`config.mk`:
```
export PLATFORM = sky130hd
export DESIGN_NAME = change_irq
export DESIGN_NICKNAME = d
export VERILOG_FILES = /design/src/rtl/chgirq_pkg.sv /design/src/rtl/chgirq_ctrl.sv /design/src/rtl/chgirq_dpath.sv /design/src/rtl/change_irq.sv
export SDC_FILE = /design/constraint.sdc
export NUM_CORES = 1
export LEC_CHECK = 0
export ABC_AREA = 1
export BUFFER_PORTS_ARGS = -buffer_cell sky130_fd_sc_hd__buf_4
export CORE_MARGIN = 2
export CORE_UTILIZATION = 60
export CTS_CLUSTER_DIAMETER = 40
export DETAILED_ROUTE_END_ITERATION = 7
export PLACE_DENSITY = 0.95
export SLEW_MARGIN = 25
export SYNTH_ARGS = -nofsm -noshare
export SYNTH_HDL_FRONTEND = slang
export SYNTH_HIERARCHICAL = 1
export SYNTH_SLANG_ARGS = --single-unit
export TNS_END_PERCENT = 10
```
`constraint.sdc`:
```
create_clock -name clk -period 2.4 [get_ports clk]
set_input_delay 0.12 -clock clk [delete_from_list [all_inputs] [get_ports clk]]
set_output_delay 0.12 -clock clk [all_outputs]
set_load 0.02 [all_outputs]
```
`src/rtl/chgirq_pkg.sv`:
```
`timescale 1ns/1ps
package chgirq_pkg;
  localparam int NUM_BANKS  = 5;
  localparam int BANK_W     = 8;
  localparam int PIN_W      = NUM_BANKS * BANK_W;
  localparam int BANK_IDX_W = $clog2(NUM_BANKS);

  // Strobes sent by control to the datapath each cycle.
  typedef struct packed {
    logic [NUM_BANKS-1:0] readHit;   // bank being read this cycle
    logic [NUM_BANKS-1:0] maskLoad;  // bank mask being written
    logic [BANK_W-1:0]    maskData;  // new mask bank value
  } chgirq_strobe_t;
endpackage

```
`src/rtl/chgirq_ctrl.sv`:
```
`timescale 1ns/1ps
module chgirq_ctrl
  import chgirq_pkg::*;
(
  input  logic                  clk,
  input  logic                  rstN,
  input  logic                  rdStrobe,
  input  logic [BANK_IDX_W-1:0] rdBank,
  input  logic                  maskWrEn,
  input  logic [BANK_IDX_W-1:0] maskWrBank,
  input  logic [BANK_W-1:0]     maskWrData,
  input  logic                  anyPending,
  output chgirq_strobe_t        stb,
  output logic                  intN
);
  // Bank decode; indices past the last bank match nothing.
  for (genvar b = 0; b < NUM_BANKS; b++) begin : g_dec
    assign stb.readHit[b]  = rdStrobe && (rdBank == BANK_IDX_W'(b));
    assign stb.maskLoad[b] = maskWrEn && (maskWrBank == BANK_IDX_W'(b));
  end
  assign stb.maskData = maskWrData;

  // Registered output keeps combinational glitches off the pad.
  always_ff @(posedge clk or negedge rstN) begin
    if (!rstN) intN <= 1'b1;
    else       intN <= ~anyPending;
  end
endmodule

```
`src/rtl/chgirq_dpath.sv`:
```
`timescale 1ns/1ps
module chgirq_dpath
  import chgirq_pkg::*;
(
  input  logic             clk,
  input  logic             rstN,
  input  chgirq_strobe_t   stb,
  input  logic [PIN_W-1:0] pinLevel,
  input  logic [PIN_W-1:0] pinIsInput,
  output logic             anyPending
);
  logic [PIN_W-1:0] maskQ;
  logic [PIN_W-1:0] snapQ;
  logic [PIN_W-1:0] dirPrevQ;
  logic [PIN_W-1:0] readClr;
  logic [PIN_W-1:0] entry;
  logic [PIN_W-1:0] snapLoad;
  logic [PIN_W-1:0] pendVec;

  for (genvar b = 0; b < NUM_BANKS; b++) begin : g_bank
    assign readClr[b*BANK_W +: BANK_W] = {BANK_W{stb.readHit[b]}};

    always_ff @(posedge clk or negedge rstN) begin
      if (!rstN)                maskQ[b*BANK_W +: BANK_W] <= '1;
      else if (stb.maskLoad[b]) maskQ[b*BANK_W +: BANK_W] <= stb.maskData;
    end
  end

  // dirPrevQ resets to zero, so every input pin counts as newly entered at
  // the first edge after reset and its snapshot is captured there.
  assign entry    = pinIsInput & ~dirPrevQ;
  assign snapLoad = entry | readClr;

  always_ff @(posedge clk or negedge rstN) begin
    if (!rstN) begin
      dirPrevQ <= '0;
      snapQ    <= '0;
    end else begin
      dirPrevQ <= pinIsInput;
      snapQ    <= (snapQ & ~snapLoad) | (pinLevel & snapLoad);
    end
  end

  assign pendVec    = pinIsInput & dirPrevQ & ~maskQ & ~readClr & (pinLevel ^ snapQ);
  assign anyPending = |pendVec;
endmodule

```
`src/rtl/change_irq.sv`:
```
`timescale 1ns/1ps
module change_irq
  import chgirq_pkg::*;
(
  input  logic                  clk,
  input  logic                  rstN,
  input  logic [PIN_W-1:0]      pinLevel,
  input  logic [PIN_W-1:0]      pinIsInput,
  input  logic                  rdStrobe,
  input  logic [BANK_IDX_W-1:0] rdBank,
  input  logic                  maskWrEn,
  input  logic [BANK_IDX_W-1:0] maskWrBank,
  input  logic [BANK_W-1:0]     maskWrData,
  output logic                  intN
);
  chgirq_strobe_t stb;
  logic           anyPending;

  chgirq_ctrl i_ctrl (
    .clk(clk), .rstN(rstN), .rdStrobe(rdStrobe), .rdBank(rdBank),
    .maskWrEn(maskWrEn), .maskWrBank(maskWrBank), .maskWrData(maskWrData),
    .anyPending(anyPending), .stb(stb), .intN(intN)
  );

  chgirq_dpath i_dpath (
    .clk(clk), .rstN(rstN), .stb(stb), .pinLevel(pinLevel),
    .pinIsInput(pinIsInput), .anyPending(anyPending)
  );
endmodule

```
==> reports/qor.txt, run 1 <==
Status: finished clean
Pre-Repair DR Iteration Count: 8
Critical Path AT: 1.89 ns
WL final: 19200 um
Die height: 102 um
Worst min-delay path class: primary input to register
Initial Util: 0.621
Antenna-violating nets left: 0
Setup Viol. Count Final: 0
Finished Core Util: 0.869
Post-DP HPWL: 9890 um
Tightest Pin Transition: 0.778 ns
Critical path launch point type: register
Area Growth Syn to Fin: 40.0%
Die area: 0.0104 mm^2
PnR worst setup slack: 0.994 ns
Seq cells post-synth: 121
CTS tree: built
Ports: 99
Congestion Overflow GR: 0
CORE AREA: 0.00924 mm^2
Final critical-path required period: 1.41 ns
Vias in the first global route: 6024
Drt wl/cell: 19.3 um
Placed cell area: 0.00654 mm^2
Post-route cell area: 0.00803 mm^2
Pleak: 4.01 nW
DR iter-0 viols: 497
YS warnings: 6
Share of layout cells above drive strength 1: 0.264
NumNets Final: 949
Peak VDD IR: 0.573 mV
I/O Buffers: 98
Pin count of the biggest net entering global routing: 55
Setup_tns: 0 ns
CTS buffer count: 17
Worst-Skew Late Latency: 0.54 ns
CP required: 2.88 ns
Synthesized area: 0.00573 mm^2
Post-Syn Area per Cell: 8.71 um^2
FP Rows: 35
Hold Path Depth: 5
Placer Congestion: 0.869
Cells on worst reg2reg path: 8
H-tree levels: 4
Syn_nets: 756
Crit. End Element: register
Setup Buffers After CTS: 0
Max Used Layer: met4
Syn Inst Count: 658
Worst-path clk slew: 0.07 ns
CP Class: register to register
Antenna diodes: 0
Gr usage total: 0.393
First-pass GRT wire length: 30200 um
Synth cell types: 18
Tcrit/Tclk final: 0.586
CTS root buf: clkbuf_8
Routed wl met2: 9630 um
DRC errors left: 0
RSZ-0062 raised after global routing: no
Most frequent cells in the layout: nand2_1, inv_1, buf_4
M1 wire length: 6710 um
Fill cells: 386
Slew Viols, Final: 0
Final worst clock skew: 0.00883 ns
Slew HR: 0.479
Sinks on Clock Net: 121
Max-cap violations: 0
Setup slack at placement: 0.740 ns
Final hold violations: 0
Die Wd: 102 um
WL met3: 1530 um
Antenna violations before repair: 0
Most common cell after layout, fill and taps aside: nand2_1
FMAX: 711 MHz
Max FO, Critical Path: 2
Vias/cell: 5.69
Power per Cell Area: 781 mW/mm^2
CTS max path bufs: 2
Post-synthesis sequential area ratio: 0.537
Vias: 5651
through the flow:
stage,std cells,hold WS (ns),power [W]
after floorplan,658,-0.176,0.00306
after global placement,872,0.183,0.00335
after detailed placement,872,0.198,0.00342
after CTS,993,0.0880,0.00615
after global routing,993,0.125,0.00648
final,993,0.100,0.00627
worst paths after layout:
path	start	endpoint	slack, ns
hold / removal	maskWrBank[2]	i_dpath/maskQ[33]	0.10
setup reg to reg	i_dpath/maskQ[16]	i_ctrl/intN	0.99
max in group asynchronous	rstN	asynchronous set/reset pin	1.36
min in group asynchronous	rstN	i_dpath/dirPrevQ[5]	0.20
setup / recovery	i_dpath/maskQ[16]	i_ctrl/intN	0.99
hold reg to reg	i_dpath/maskQ[20]	i_dpath/maskQ[20]	0.50
logic make-up (layout without fill, tap and decap cells):
logic type	after synthesis	after routing	synth area share
AND/OR/NAND/NOR	270	270	0.190
buffers and inverters	132	338	0.0973
flip-flops	121	121	0.537
AO/OA/AOI/OAI	78	78	0.0681
multiplexers	47	47	0.0923
XOR/XNOR	10	10	0.0153
worst max-delay path: stages, from the launching register on:
cell	delay [ns]
dfstp_2	0.55
nor2_1	0.05
nand3_1	0.11
nand2_1	0.07
nor2_1	0.15
nand2_1	0.09
nor2_1	0.17
nand3_1	0.09
inv_1	0.08
timing repair:
action / 4_1_cts / 5_1_grt
hold buffers: 89 / 0
resized for setup: 0 / 0
endpoints found under the hold margin: 144 / 0
Yosys cell counts, drive strengths merged:
cell type	number	area share
nand3	16	0.014
dfstp	41	0.19
inv	115	0.075
xnor2	3	0.0046
o21ai	78	0.068
nor3	9	0.0079
nor2	54	0.035
buf	17	0.022
dfrtp	80	0.35
xor2	7	0.011
nand4	16	0.017
mux2	47	0.092
nand2	175	0.12
power breakdown:
part / internal [W] / switching (W) / leakage [nW]
combinational: 0.000482 / 0.000525 / 2.35
sequential: 0.00244 / 0.000200 / 1.38
clock: 0.00161 / 0.00101 / 0.283
per-layer routing:
metal  vias up  global-route usage
met5         -                   0
met4         0               0.243
met3       136               0.121
met2       397               0.670
met1      2682               0.427
li1       2436                   -
cell type report:
class / instances / area (um^2) / share of cell area
Tap cell: 129 / 161 / 0.0201
Inverter: 115 / 432 / 0.0538
Multi-Input combinational cell: 405 / 2100 / 0.261
Sequential cell: 121 / 3080 / 0.384
Clock buffer: 18 / 428 / 0.0533
Clock inverter: 14 / 174 / 0.0217
Timing Repair Buffer: 191 / 1660 / 0.206
Note: power is estimated with default switching activity, not from simulation.
==> run 2, diff against run 1 <==
CORE_UTILIZATION = 56   (was 60)
PLACE_DENSITY = 0.91   (was 0.95)
clock period = 1.4 ns   (was 2.4 ns; I/O delays follow)
==> run 2 against run 1 <==
- non-clock buffer count is 11 higher
- global-route usage down 7.0 points
- total power up 65%
- worst setup slack worse by 0.96 ns
- critical path depth did not move
- via count decreased by 5.2%
- count of clock-buffer cells in the layout up 5
- register-to-register slack worse by 0.96 ns
- critical endpoint unchanged
- highest routed layer unchanged
==> reports/qor.txt, run 2 (synthesis results as in run 1) <==
CTS max path bufs: 2 (unchanged)
Hold Path Depth: 6 (was 5)
Clock share of power: 0.404 (was 0.419)
P_int: 0.00767 W (was 0.00453 W)
Crit. End Element: register (unchanged)
Antenna violations before repair: 0 (unchanged)
Worst min-delay path class: primary input to register (unchanged)
CTS tree: built (unchanged)
FMAX: 730 MHz (was 711 MHz)
Max FO, Critical Path: 2 (unchanged)
Hold path endpoint: i_dpath/maskQ[33] (unchanged)
Placer Congestion: 0.845 (was 0.869)
Area Growth Syn to Fin: 41.5% (was 40.0%)
Critical Path AT: 1.84 ns (was 1.89 ns)
Slew HR: 0.554 (was 0.479)
Finished Core Util: 0.823 (was 0.869)
Vias: 5357 (was 5651)
Peak VDD IR: 0.820 mV (was 0.573 mV)
Tightest Pin Transition: 0.667 ns (was 0.778 ns)
Logic gate share of total power: 0.163 (was 0.161)
Pleak: 4.08 nW (was 4.01 nW)
Final hold violations: 0 (unchanged)
NumNets Final: 960 (was 949)
First-pass GRT wire length: 27600 um (was 30200 um)
Power per Cell Area: 1280 mW/mm^2 (was 781 mW/mm^2)
Tcrit/Tclk final: 0.978 (was 0.586)
CP required: 1.87 ns (was 2.88 ns)
CTS root buf: clkbuf_8 (unchanged)
Drt wl/cell: 16.9 um (was 19.3 um)
Final total power: 0.0103 W (was 0.00627 W)
FF-to-FF End: i_ctrl/intN (unchanged)
WL final: 17000 um (was 19200 um)
Antenna diodes: 0 (unchanged)
CTS buffer count: 17 (unchanged)
Vias in the first global route: 5809 (was 6024)
Post-DP HPWL: 9930 um (was 9890 um)
Share of layout cells above drive strength 1: 0.271 (was 0.264)
Worst-Skew Late Latency: 0.53 ns (was 0.54 ns)
Antenna-violating nets left: 0 (unchanged)
Max-cap violations: 0 (unchanged)
Slew Viols, Final: 0 (unchanged)
Die area: 0.0111 mm^2 (was 0.0104 mm^2)
Pre-Repair DR Iteration Count: 5 (was 8)
Setup Viol. Count Final: 0 (unchanged)
CP Class: register to register (unchanged)
Final worst clock skew: 0.00796 ns (was 0.00883 ns)
HP Start: maskWrBank[2] (unchanged)
DR iter-0 viols: 326 (was 497)
Part of the power in registers: 0.433 (was 0.420)
Final critical-path required period: 1.37 ns (was 1.41 ns)
Sinks on Clock Net: 121 (unchanged)
Die height: 105 um (was 102 um)
Cells on worst reg2reg path: 8 (unchanged)
Worst-path clk slew: 0.06 ns (was 0.07 ns)
Initial Util: 0.581 (was 0.621)
Most frequent cells in the layout: nand2_1, inv_1, buf_4 (unchanged)
Most common cell after layout, fill and taps aside: nand2_1 (unchanged)
Start of the worst register-to-register path: i_dpath/maskQ[22] (was i_dpath/maskQ[16])
CORE AREA: 0.00986 mm^2 (was 0.00924 mm^2)
I/O Buffers: 98 (unchanged)
Pin count of the biggest net entering global routing: 49 (was 55)
Vias/cell: 5.31 (was 5.69)
Critical path launch point type: register (unchanged)
Gr usage total: 0.323 (was 0.393)
H-tree levels: 4 (unchanged)
Net Sw Frac: 0.258 (was 0.277)
Setup Buffers After CTS: 0 (unchanged)
DRC errors left: 0 (unchanged)
Ports: 99 (unchanged)
Switching power: 0.00267 W (was 0.00174 W)
Die Wd: 105 um (was 102 um)
Congestion Overflow GR: 0 (unchanged)
Status: finished clean (unchanged)
FP Rows: 36 (was 35)
Reg2reg setup slack: 0.03 ns (was 0.99 ns)
==> run 2: changes by cell type in the layout (fill, tap and decap cells not counted), sizes merged <==
cell / before / now
buf: 102 / 112
clkbuf: 18 / 23
clkinvlp: 4 / 1
bufinv: 3 / 2
dlygate4sd3: 89 / 90
inv: 116 / 115
==> run 2: worst max-delay path: stages, from the launching register on <==
cell and delay, ns:
dfstp_2 0.53, nor2_1 0.05, nand3_1 0.09, nand2_1 0.06, nor2_1 0.13, nand2_1 0.11
nor2_2 0.18, nand3_1 0.09, inv_1 0.07
==> run 2: worst max-delay path by stage <==
stage,from,to,depth (start not counted)
floorplan,rdBank[2],register,7
global placement,rdBank[2],i_ctrl/intN,12
detailed placement,rdBank[2],i_ctrl/intN,12
CTS,i_dpath/maskQ[22],i_ctrl/intN,8
global route,i_dpath/maskQ[22],i_ctrl/intN,8
finish,i_dpath/maskQ[22],i_ctrl/intN,8
==> run 2: area by class of cell <==
| cell class | count | area, um^2 |
|---|---|---|
| sequential | 121 | 3080 |
| multi-input combinational | 405 | 2110 |
| timing repair buffer | 202 | 1770 |
| fill | 507 | 1750 |
| clock buffer | 23 | 467 |
| inverter | 115 | 432 |
| tap | 133 | 166 |
| clock inverter | 9 | 97.6 |
==> run 2: stage by stage <==
step	hold slack (ns)	instances	area [um^2]	setup WS (ns)	setup TNS, ns
after floorplan	-0.226	658	5730	0.257	0
after global placement	-0.00505	886	6640	-0.0402	-0.0402
after detailed placement	-0.00290	886	6640	-0.0821	-0.0901
after CTS	0.0419	1008	8110	0.0731	0
after global routing	0.0939	1008	8120	-0.0173	-0.0173
final	0.0687	1008	8120	0.0303	0
==> run 2: what timing repair did <==
action,CTS,global route
hold endpoints to repair,208,0
hold buffers,90,0
resized for setup,0,2
setup endpoints to repair,0,1
==> run 2: per-layer routing <==
layer  GRT usage  part of all wire  vias to the layer above
met3      0.0823             0.058                       54
met5           0                 0                        -
met4       0.134             0.036                        0
met2       0.570              0.51                      261
met1       0.372              0.39                     2577
li1            -                 -                     2465
==> run 2: power by group through the flow <==
| stage | combinational, W | sequential (W) | clock (W) |
|---|---|---|---|
| finish | 0.00168 | 0.00448 | 0.00418 |
| global route | 0.00185 | 0.00452 | 0.00439 |
| CTS | 0.00161 | 0.00445 | 0.00420 |
| detailed placement | 0.00138 | 0.00449 | 0 |
| global placement | 0.00129 | 0.00446 | 0 |
| floorplan | 0.000838 | 0.00440 | 0 |
